===== config.mk =====
export PLATFORM = sky130hd
export DESIGN_NAME = mw_alu
export DESIGN_NICKNAME = d
export VERILOG_FILES = /design/src/rtl/mwalu_pkg.sv /design/src/rtl/alu_arith.sv /design/src/rtl/alu_logic.sv /design/src/rtl/alu_branch.sv /design/src/rtl/mw_alu.sv
export SDC_FILE = /design/constraint.sdc
export NUM_CORES = 1
export LEC_CHECK = 0
export BUFFER_PORTS_ARGS = -buffer_cell sky130_fd_sc_hd__clkbuf_2
export CORE_MARGIN = 2
export CORE_UTILIZATION = 35
export CTS_BUF_LIST = sky130_fd_sc_hd__clkbuf_2
export DETAILED_ROUTE_END_ITERATION = 6
export PLACE_DENSITY = 0.62
export RECOVER_POWER = 50
export SLEW_MARGIN = 20
export SYNTH_ARGS = -nofsm -noshare
export SYNTH_HDL_FRONTEND = slang
export SYNTH_SLANG_ARGS = --single-unit

===== constraint.sdc =====
create_clock -name clk -period 5.4 [get_ports clk]
set_clock_uncertainty 0.05 [all_clocks]
set_input_delay 1.35 -clock clk [delete_from_list [all_inputs] [get_ports clk]]
set_output_delay 1.35 -clock clk [all_outputs]
set_load 0.005 [all_outputs]

===== src/rtl/mwalu_pkg.sv =====
package mwalu_pkg;
  localparam int DATA_W = 32;
  localparam int FLAG_W = 4;
  localparam int IMM_W  = 8;
  localparam int COND_W = 3;

  typedef enum logic [3:0] {
    OP_ADD, OP_ADDC, OP_SUB, OP_SUBB, OP_CMP, OP_NEG, OP_INC, OP_DEC,
    OP_AND, OP_OR, OP_XOR, OP_MOV, OP_CCAND, OP_CCOR, OP_CCXOR, OP_RSVD
  } alu_op_e;

  typedef struct packed {
    logic n;
    logic z;
    logic v;
    logic c;
  } ccr_t;

  function automatic logic [DATA_W-1:0] width_mask(logic [1:0] sz);
    case (sz)
      2'd0:    return DATA_W'(32'h0000_00FF);
      2'd1:    return DATA_W'(32'h0000_FFFF);
      default: return '1;
    endcase
  endfunction

  function automatic logic top_bit(logic [1:0] sz, logic [DATA_W-1:0] v);
    case (sz)
      2'd0:    return v[7];
      2'd1:    return v[15];
      default: return v[DATA_W-1];
    endcase
  endfunction

  // returns {carry out of the width's top bit, masked sum}
  function automatic logic [DATA_W:0] add_sized(logic [1:0] sz, logic [DATA_W-1:0] x,
                                                 logic [DATA_W-1:0] y, logic cin);
    logic [DATA_W-1:0] m;
    logic [DATA_W:0]   s;
    logic              co;
    m = width_mask(sz);
    s = {1'b0, x & m} + {1'b0, y & m} + {{DATA_W{1'b0}}, cin};
    case (sz)
      2'd0:    co = s[8];
      2'd1:    co = s[16];
      default: co = s[DATA_W];
    endcase
    return {co, s[DATA_W-1:0] & m};
  endfunction
endpackage


===== src/rtl/alu_arith.sv =====
module alu_arith
  import mwalu_pkg::*;
(
  input  alu_op_e           op,
  input  logic [1:0]        size,
  input  logic [DATA_W-1:0] a,
  input  logic [DATA_W-1:0] b,
  input  ccr_t              fin,
  output logic [DATA_W-1:0] res,
  output ccr_t              fout,
  output logic              ovf
);
  logic [DATA_W-1:0] x, y;
  logic              cin, borrow_mode, keep_c;
  logic [DATA_W:0]   sum;

  always_comb begin
    x = a; y = b; cin = 1'b0; borrow_mode = 1'b0; keep_c = 1'b0;
    case (op)
      OP_ADDC: cin = fin.c;
      OP_SUB, OP_CMP: begin y = ~b; cin = 1'b1; borrow_mode = 1'b1; end
      OP_SUBB: begin y = ~b; cin = ~fin.c; borrow_mode = 1'b1; end
      OP_NEG: begin x = '0; y = ~a; cin = 1'b1; borrow_mode = 1'b1; end
      OP_INC: begin y = '0; cin = 1'b1; keep_c = 1'b1; end
      OP_DEC: begin y = '1; keep_c = 1'b1; end
      default: ;
    endcase
    sum    = add_sized(size, x, y, cin);
    res    = sum[DATA_W-1:0];
    ovf    = (top_bit(size, x) == top_bit(size, y)) && (top_bit(size, res) != top_bit(size, x));
    fout.n = top_bit(size, res);
    fout.z = (res == '0);
    fout.v = ovf;
    fout.c = keep_c ? fin.c : (borrow_mode ? ~sum[DATA_W] : sum[DATA_W]);
  end
endmodule


===== src/rtl/alu_logic.sv =====
module alu_logic
  import mwalu_pkg::*;
(
  input  alu_op_e           op,
  input  logic [1:0]        size,
  input  logic [DATA_W-1:0] a,
  input  logic [DATA_W-1:0] b,
  input  ccr_t              fin,
  input  logic [IMM_W-1:0]  imm,
  output logic [DATA_W-1:0] res,
  output ccr_t              fout
);
  logic [DATA_W-1:0] m, raw;
  ccr_t              ccr_new;
  logic              is_ccr_op;

  always_comb begin
    m         = width_mask(size);
    raw       = '0;
    ccr_new   = fin;
    is_ccr_op = 1'b0;
    case (op)
      OP_AND:   raw = a & b;
      OP_OR:    raw = a | b;
      OP_XOR:   raw = a ^ b;
      OP_MOV:   raw = b;
      OP_CCAND: begin ccr_new = fin & imm[FLAG_W-1:0]; is_ccr_op = 1'b1; end
      OP_CCOR:  begin ccr_new = fin | imm[FLAG_W-1:0]; is_ccr_op = 1'b1; end
      OP_CCXOR: begin ccr_new = fin ^ imm[FLAG_W-1:0]; is_ccr_op = 1'b1; end
      default: ;
    endcase
    if (is_ccr_op) begin
      res  = {{(DATA_W-FLAG_W){1'b0}}, ccr_new};
      fout = ccr_new;
    end else begin
      res    = raw & m;
      fout.n = top_bit(size, res);
      fout.z = (res == '0);
      fout.v = 1'b0;
      fout.c = fin.c;
    end
  end
endmodule


===== src/rtl/alu_branch.sv =====
module alu_branch
  import mwalu_pkg::*;
(
  input  logic [COND_W-1:0] cond,
  input  ccr_t              f,
  output logic              take
);
  logic lt_s, le_s;
  assign lt_s = f.n ^ f.v;
  assign le_s = f.z | lt_s;

  always_comb begin
    case (cond)
      3'd0:    take = 1'b1;
      3'd1:    take = 1'b0;
      3'd2:    take = ~le_s;
      3'd3:    take = le_s;
      3'd4:    take = f.z;
      3'd5:    take = ~f.z;
      3'd6:    take = ~lt_s;
      default: take = lt_s;
    endcase
  end
endmodule


===== src/rtl/mw_alu.sv =====
module mw_alu
  import mwalu_pkg::*;
(
  input  logic              clk,
  input  logic              rst,
  input  logic              valid_i,
  input  logic [3:0]        op_i,
  input  logic [1:0]        size_i,
  input  logic [DATA_W-1:0] a_i,
  input  logic [DATA_W-1:0] b_i,
  input  logic [FLAG_W-1:0] flags_i,
  input  logic [IMM_W-1:0]  imm_i,
  input  logic [COND_W-1:0] cond_i,
  output logic [DATA_W-1:0] res_o,
  output logic              wr_o,
  output logic [FLAG_W-1:0] flags_o,
  output logic              take_o
);
  alu_op_e           op;
  ccr_t              fin;
  logic [DATA_W-1:0] arith_res, logic_res, sel_res;
  ccr_t              arith_fl, logic_fl, sel_fl;
  logic              arith_ovf;
  logic              is_arith, is_rsvd, writes, load;
  logic [DATA_W-1:0] sz_mask;
  logic              neg_at_min;

  assign op  = alu_op_e'(op_i);
  assign fin = ccr_t'(flags_i);

  alu_arith u_arith (.op(op), .size(size_i), .a(a_i), .b(b_i), .fin(fin),
                     .res(arith_res), .fout(arith_fl), .ovf(arith_ovf));

  alu_logic u_logic (.op(op), .size(size_i), .a(a_i), .b(b_i), .fin(fin),
                     .imm(imm_i), .res(logic_res), .fout(logic_fl));

  assign is_arith = (op_i <= 4'd7);
  assign is_rsvd  = (op == OP_RSVD);
  assign writes   = !(op inside {OP_CMP, OP_CCAND, OP_CCOR, OP_CCXOR, OP_RSVD});
  assign load     = valid_i && !is_rsvd;
  assign sel_res  = is_arith ? arith_res : logic_res;
  assign sel_fl   = is_arith ? arith_fl  : logic_fl;

  always_ff @(posedge clk) begin
    if (rst) begin
      res_o   <= '0;
      flags_o <= '0;
      wr_o    <= 1'b0;
    end else begin
      wr_o <= load && writes;
      if (load) begin
        res_o   <= sel_res;
        flags_o <= sel_fl;
      end
    end
  end

  alu_branch u_branch (.cond(cond_i), .f(ccr_t'(flags_o)), .take(take_o));

  // named events for the checks
  assign sz_mask    = width_mask(size_i);
  assign neg_at_min = ((a_i & sz_mask) == (sz_mask ^ (sz_mask >> 1)));

  assert_cmp_nowrite_R4: assert property (@(posedge clk) disable iff (rst)
    valid_i && op == OP_CMP |=> !wr_o);

  assert_incdec_keep_c_R6: assert property (@(posedge clk) disable iff (rst)
    valid_i && (op == OP_INC || op == OP_DEC) |=> flags_o[0] == $past(flags_i[0]));

  assert_logic_flags_R7: assert property (@(posedge clk) disable iff (rst)
    valid_i && (op inside {OP_AND, OP_OR, OP_XOR, OP_MOV})
    |=> !flags_o[1] && flags_o[0] == $past(flags_i[0]) && flags_o[2] == (res_o == '0));

  assert_neg_min_ovf_R5: assert property (@(posedge clk) disable iff (rst)
    valid_i && op == OP_NEG && neg_at_min |=> flags_o[1]);

  assert_byte_zero_ext_R2: assert property (@(posedge clk) disable iff (rst)
    valid_i && !is_rsvd && size_i == 2'd0 |=> res_o[DATA_W-1:8] == '0);

  assert_hold_idle_R9: assert property (@(posedge clk) disable iff (rst)
    !valid_i |=> $stable(flags_o) && $stable(res_o) && !wr_o);

  assert_reserved_noop_R11: assert property (@(posedge clk) disable iff (rst)
    valid_i && is_rsvd |=> $stable(flags_o) && $stable(res_o) && !wr_o);

  assert_ccr_nowrite_R8: assert property (@(posedge clk) disable iff (rst)
    valid_i && (op inside {OP_CCAND, OP_CCOR, OP_CCXOR})
    |=> !wr_o && res_o == {{(DATA_W-FLAG_W){1'b0}}, flags_o});
endmodule


# After elaboration in Yosys (flattened, before gate mapping)
# Cells that the tools add are included.
# op_classes
n_addsub	2
n_lt_le_gt_ge	1
n_eq_ne	24
mux	21
bitwise	19
reduce_logical	15
# ops
operator	count
$pmux 32 s4	2
$and 32x32->32	5
$mux 32	3
$logic_not 32->1	2
$not 32->32	2
$pmux 32 s2	1
$add 32x32->33	1
$add 33x1->33	1
$eq 4x4->1 const B	8
$or 32x32->32	1
$xor 32x32->32	1
$eq 4x3->1 const B	4
$pmux 4 s3	1
$pmux 1 s2	5
$eq 3x3->1 const B	3
$eq 4x2->1 const B	2
$mux 4	2
$reduce_or 4->1	2
$pmux 1 s7	1
$eq 3x2->1 const B	2
$reduce_or 3->1	2
$mux 1	5
$not 1->1	5
$reduce_bool 5->1	1
other kinds (17)	20
# totals
ff_bits	37
in_bits	88
output_inout_bits	38
word_cells	85

# Longest topological paths before layout
# depth
ltp_word	11
mapped_depth	19

# Hierarchy
# From an unflattened synthesis, not the netlist that was laid out.
# unflattened
cells_unflattened	1149
area_unflattened_um2	8458.1
# by_module_without_submodules
module	instances	cells_each	area_each_um2
alu_arith	1	610	3888.7
alu_logic	1	361	2637.5
mw_alu	1	169	1860.5
alu_branch	1	9	71.3

# Worst setup path after synthesis
# Ideal clock, no wire load.
# synth_path
path_kind	input to register
start	in op_i[2]
end	reg flags_o[2]
setup_time_ns	0.096
arrival_ns	5.385
required_ns	5.254
path_slack_ns	-0.131
stages	18
n_path_buf	4
path_cell_list	buf_2 > nor2b_1 > clkbuf_1 > nand2_1 > clkbuf_1 > clkbuf_1 > nand2_1 > fa_1 > fa_1 > nand2b_1 > a21oi_2 > o2111ai_4 > a2111oi_2 > or3_1 > a21oi_2 > xnor2_1 > a2111o_1 > o41ai_2
# synth_via
elab_chain_cells	9
# synth_lines
element	line	text
start: declaration	mw_alu.sv:7	input logic [3:0] op_i,
$eq 4x3->1 / $eq 4x2->1 (equally long branches)	alu_arith.sv:19	case (op)
$reduce_or 3->1 (no source line)	--	
$pmux 32 s4	alu_arith.sv:19	
$and 32x32->32	mwalu_pkg.sv:42	s = {1'b0, x & m} + {1'b0, y & m} + {{DATA_W{1'b0}}, cin};
$add 32x32->33	mwalu_pkg.sv:42	
$add 33x1->33	mwalu_pkg.sv:42	
$and 32x32->32	mwalu_pkg.sv:48	return {co, s[DATA_W-1:0] & m};
$logic_not 32->1	alu_arith.sv:32	fout.z = (res == '0);
$mux 4	mw_alu.sv:42	assign sel_fl = is_arith ? arith_fl : logic_fl;
end signal: assignment	mw_alu.sv:53	flags_o <= sel_fl;
end: declaration	mw_alu.sv:16	output logic [FLAG_W-1:0] flags_o,
# Several ways; a longest one is shown, not always the timed one.
# A chain may end at the register's enable or synchronous reset.

# Final worst setup path
# layout_path
start	in op_i[0]
end	reg flags_o[2]
# The elaborated chain is that of the path after synthesis.

==> run_results.csv <==
group,metric,value,unit
synth,ys.flop_type,"dfxtp_1",
timing,setup_viol,0,
clock_network,cts_resized,0,
layout,antenna_cells,0,
clock_network,clock-sinks,37,
global_routing,overflow,0,
route,drtAntennaViolNets,0,
synth,synth_fp_nets,1190,
place,portBuffers,121,
worst_setup_path,r2r_cells,7,
synth,synth_edf_count,0,
synth,yosys-top-cells-area,"ha_1 19%, dfxtp_1 10%, a21oi_1 6.7%",
worst_setup_path,cp_data_required_time,5640,ps
floorplan,initial_core_util,35.4,%
timing,final_max_slew_viol_count,0,
route,dr.pass1.iters,5,
worst_setup_path,reg2reg_from,"flags_o[2]$_SDFFE_PP0P_",
clock_network,root_buffer,"clkbuf_2",
worst_setup_path,crit_cells,16,
worst_setup_path,crit_chain,"clkbuf_2 -> nor2b_1 -> nand2_1 -> nand2_1 -> fa_1 -> fa_1 -> nand2b_1 -> a21oi_2 -> o2111ai_4 -> a2111oi_2 -> buf_4 -> or3_1 -> a21oi_2 -> xnor2_1 -> a2111o_1 -> o41ai_2",
route,drc,0,
route,wl_per_cell,19.1,um
global_routing,grtUsageTotal,24.3,%
global_routing,first_global_vias,7843,
power_and_ir_drop,intPower,694,uW
synth,synth_seq_cells,37,
worst_setup_path,cp_top_family,"compound AO/OA/AOI/OAI gates",
worst_setup_path,cp.arrival,5220,ps
worst_setup_path,crit_start,"op_i[0]",
worst_setup_path,cp-start-kind,"primary input",
global_routing,antenna_found_initial,0,
timing,hold_viol,0,
layout,nNetsFinal,1322,
power_and_ir_drop,irDropWorstVdd,0.0000993,V
power_and_ir_drop,p_sw_share,45.5,%
clock_network,clk_pin_slew,200,ps
floorplan,die_area,0.0215,sq mm
floorplan,num_io_pins,126,
place,gp_congestion,0.997,
clock_network,hold_buffers,0,
synth,syn_area,0.00713,sq mm
clock_network,cts-htree-levels,2,
power_and_ir_drop,p_clk_share,13.5,%
worst_setup_path,reg2reg_to,"flags_o[2]$_SDFFE_PP0P_",
timing,whs,455,ps
synth,yosysTopAreaCell,"ha_1",
synth,syn-mean-instance-area,7.17,sq um
synth,yosysMostFrequentCell,"ha_1",
power_and_ir_drop,p_per_area,152,mW/mm^2
clock_network,cts_tree,"built",
synth,synth_top_area_share,18.6,%
worst_hold_path,hold_path_class,"reg2reg",
synth,synthCells,994,
layout,final_area,0.00839,sq mm
worst_setup_path,crit_type,"in2reg",
power_and_ir_drop,p_comb_share,62.3,%
timing,fin_crit,4980,ps
timing,fmaxAchievable,201,MHz
worst_setup_path,path_buf_inv,2,
layout,drive_gt1_share,17.4,%
route,vias,8144,
clock_network,worstSkewPairLatency,360,ps
route,vias_per_cell,5.83,
global_routing,grt_max_degree,51,
worst_setup_path,endpoint,"flags_o[2]$_SDFFE_PP0P_",
timing,tightestPinTransition,848,ps
synth,yosysWarningCount,0,
floorplan,die_w,147,um
worst_setup_path,r2r_setup_slack,3170,ps
synth,synthArstFlopShare,0,%
place,postPlaceCellArea,0.00836,sq mm
floorplan,rows,52,
worst_setup_path,crit_path_end_kind,"flop",
timing,rsz0062_at_grt,"no",
synth,yosys-top-cells-count,"106 x ha_1, 96 x a21oi_1, 91 x inv_1",
global_routing,grt_pass1_wl,42000,um
clock_network,cts_buffers,5,
clock_network,post_cts_buffers,0,
power_and_ir_drop,p_leak,4.15,nW
clock_network,max-clock-path-buffers,2,
floorplan,die_y,147,um
synth,yosysSeqAreaShare,10.4,%
floorplan,fp.coreArea,0.0201,sq mm
worst_setup_path,slowest_stage,"fa_1",
route,drt_wl_total,26700,um
place,dp_hpwl,21700,um
worst_hold_path,hold-path-cell-count,2,
timing,max_slew_margin,43.5,%
synth,synth.distinct_cells,81,
layout,syn_to_final_growth,17.8,%
power_and_ir_drop,power_switching,580,uW
timing,final.period_utilization,92.2,%
status,outcome,"completed",
worst_setup_path,slowest_delay,460,ps
power_and_ir_drop,seq_power_share,24.2,%
worst_setup_path,crit_fanout,11,
route,drtIter0Drc,616,
timing,tns,0,ps
run,drv_cap,0,
[sequential cells by signal (all words and copies together) (netlist names)]
signal   flops
flags_o      4
wr_o         1
res_o       32
[worst min-delay path, delay by kind of cell (launching register included)]
kind             cells  cell delay (ps)
flip-flops           1              350
AND/OR/NAND/NOR      2              140
[worst min path at each step]
| stage | startpoint | endpoint | slack [ps] |
|---|---|---|---|
| global route | res_o[11]$_SDFFE_PP0P_ | res_o[11]$_SDFFE_PP0P_ | 470 |
| global placement | res_o[15]$_SDFFE_PP0P_ | res_o[15]$_SDFFE_PP0P_ | 430 |
| detailed placement | res_o[15]$_SDFFE_PP0P_ | res_o[15]$_SDFFE_PP0P_ | 430 |
| finish | res_o[11]$_SDFFE_PP0P_ | res_o[11]$_SDFFE_PP0P_ | 460 |
| CTS | res_o[11]$_SDFFE_PP0P_ | res_o[11]$_SDFFE_PP0P_ | 460 |
| floorplan | res_o[15]$_SDFFE_PP0P_ | res_o[15]$_SDFFE_PP0P_ | 430 |
[area by class of cell]
cell class | count | area (sq um)
clock buffers | 6 | 30.0
repair buffers | 185 | 1100
fillers | 2125 | 11700
clock inverters | 2 | 33.8
inverters | 94 | 353
flip-flops and latches | 37 | 741
multi-input cells | 803 | 5800
well taps | 270 | 338
[power by group through the flow]
stage	clock [mW]	combinational, mW	sequential [mW]
after floorplan	0	0.496	0.315
after global placement	0	0.775	0.315
after detailed placement	0	0.783	0.315
after CTS	0.175	0.789	0.309
after global routing	0.188	0.874	0.312
final	0.172	0.793	0.309
[cells in the final DEF (no fill, tap or decap), drive strengths merged, types with 11 or more instances in the layout]
cell type,n
nor3,16
nand3,15
o21ai,58
dfxtp,37
a22oi,25
a211oi,13
buf,64
xor2,11
a21o,16
xnor2,13
o221ai,32
nand2,81
a21oi,103
nor2,76
o211ai,17
a2bb2oi,17
and3,33
ha,106
clkbuf,127
inv,91
o211a,27
[cells by family after synthesis]
group | synth area share (%)
compound gates | 39.2
simple gates | 18.6
buf+inv | 8.36
fa+ha+maj | 19.2
flops | 10.4
xor+xnor | 2.95
mux | 1.30
[layer usage]
metal  routed length, um  vias up  part of all wire (%)  track usage (%)
met5                   0        -                     0                0
met4                1510        0                   5.6             11.6
met3                1940       71                   7.3             4.63
met2               12500      314                    47             41.8
met1               10700     3792                    40             29.2
li1                    -     3967                     -                -
[stage by stage]
stage	cells	setup slack (ps)	total power, mW	util [%]
after floorplan	994	31.0	0.811	-
after global placement	1389	122	1.09	41.6
after detailed placement	1389	93.2	1.10	41.6
after CTS	1397	499	1.27	41.9
after global routing	1397	230	1.37	41.7
final	1397	422	1.27	41.7
Power figures use the tool's default switching activity.
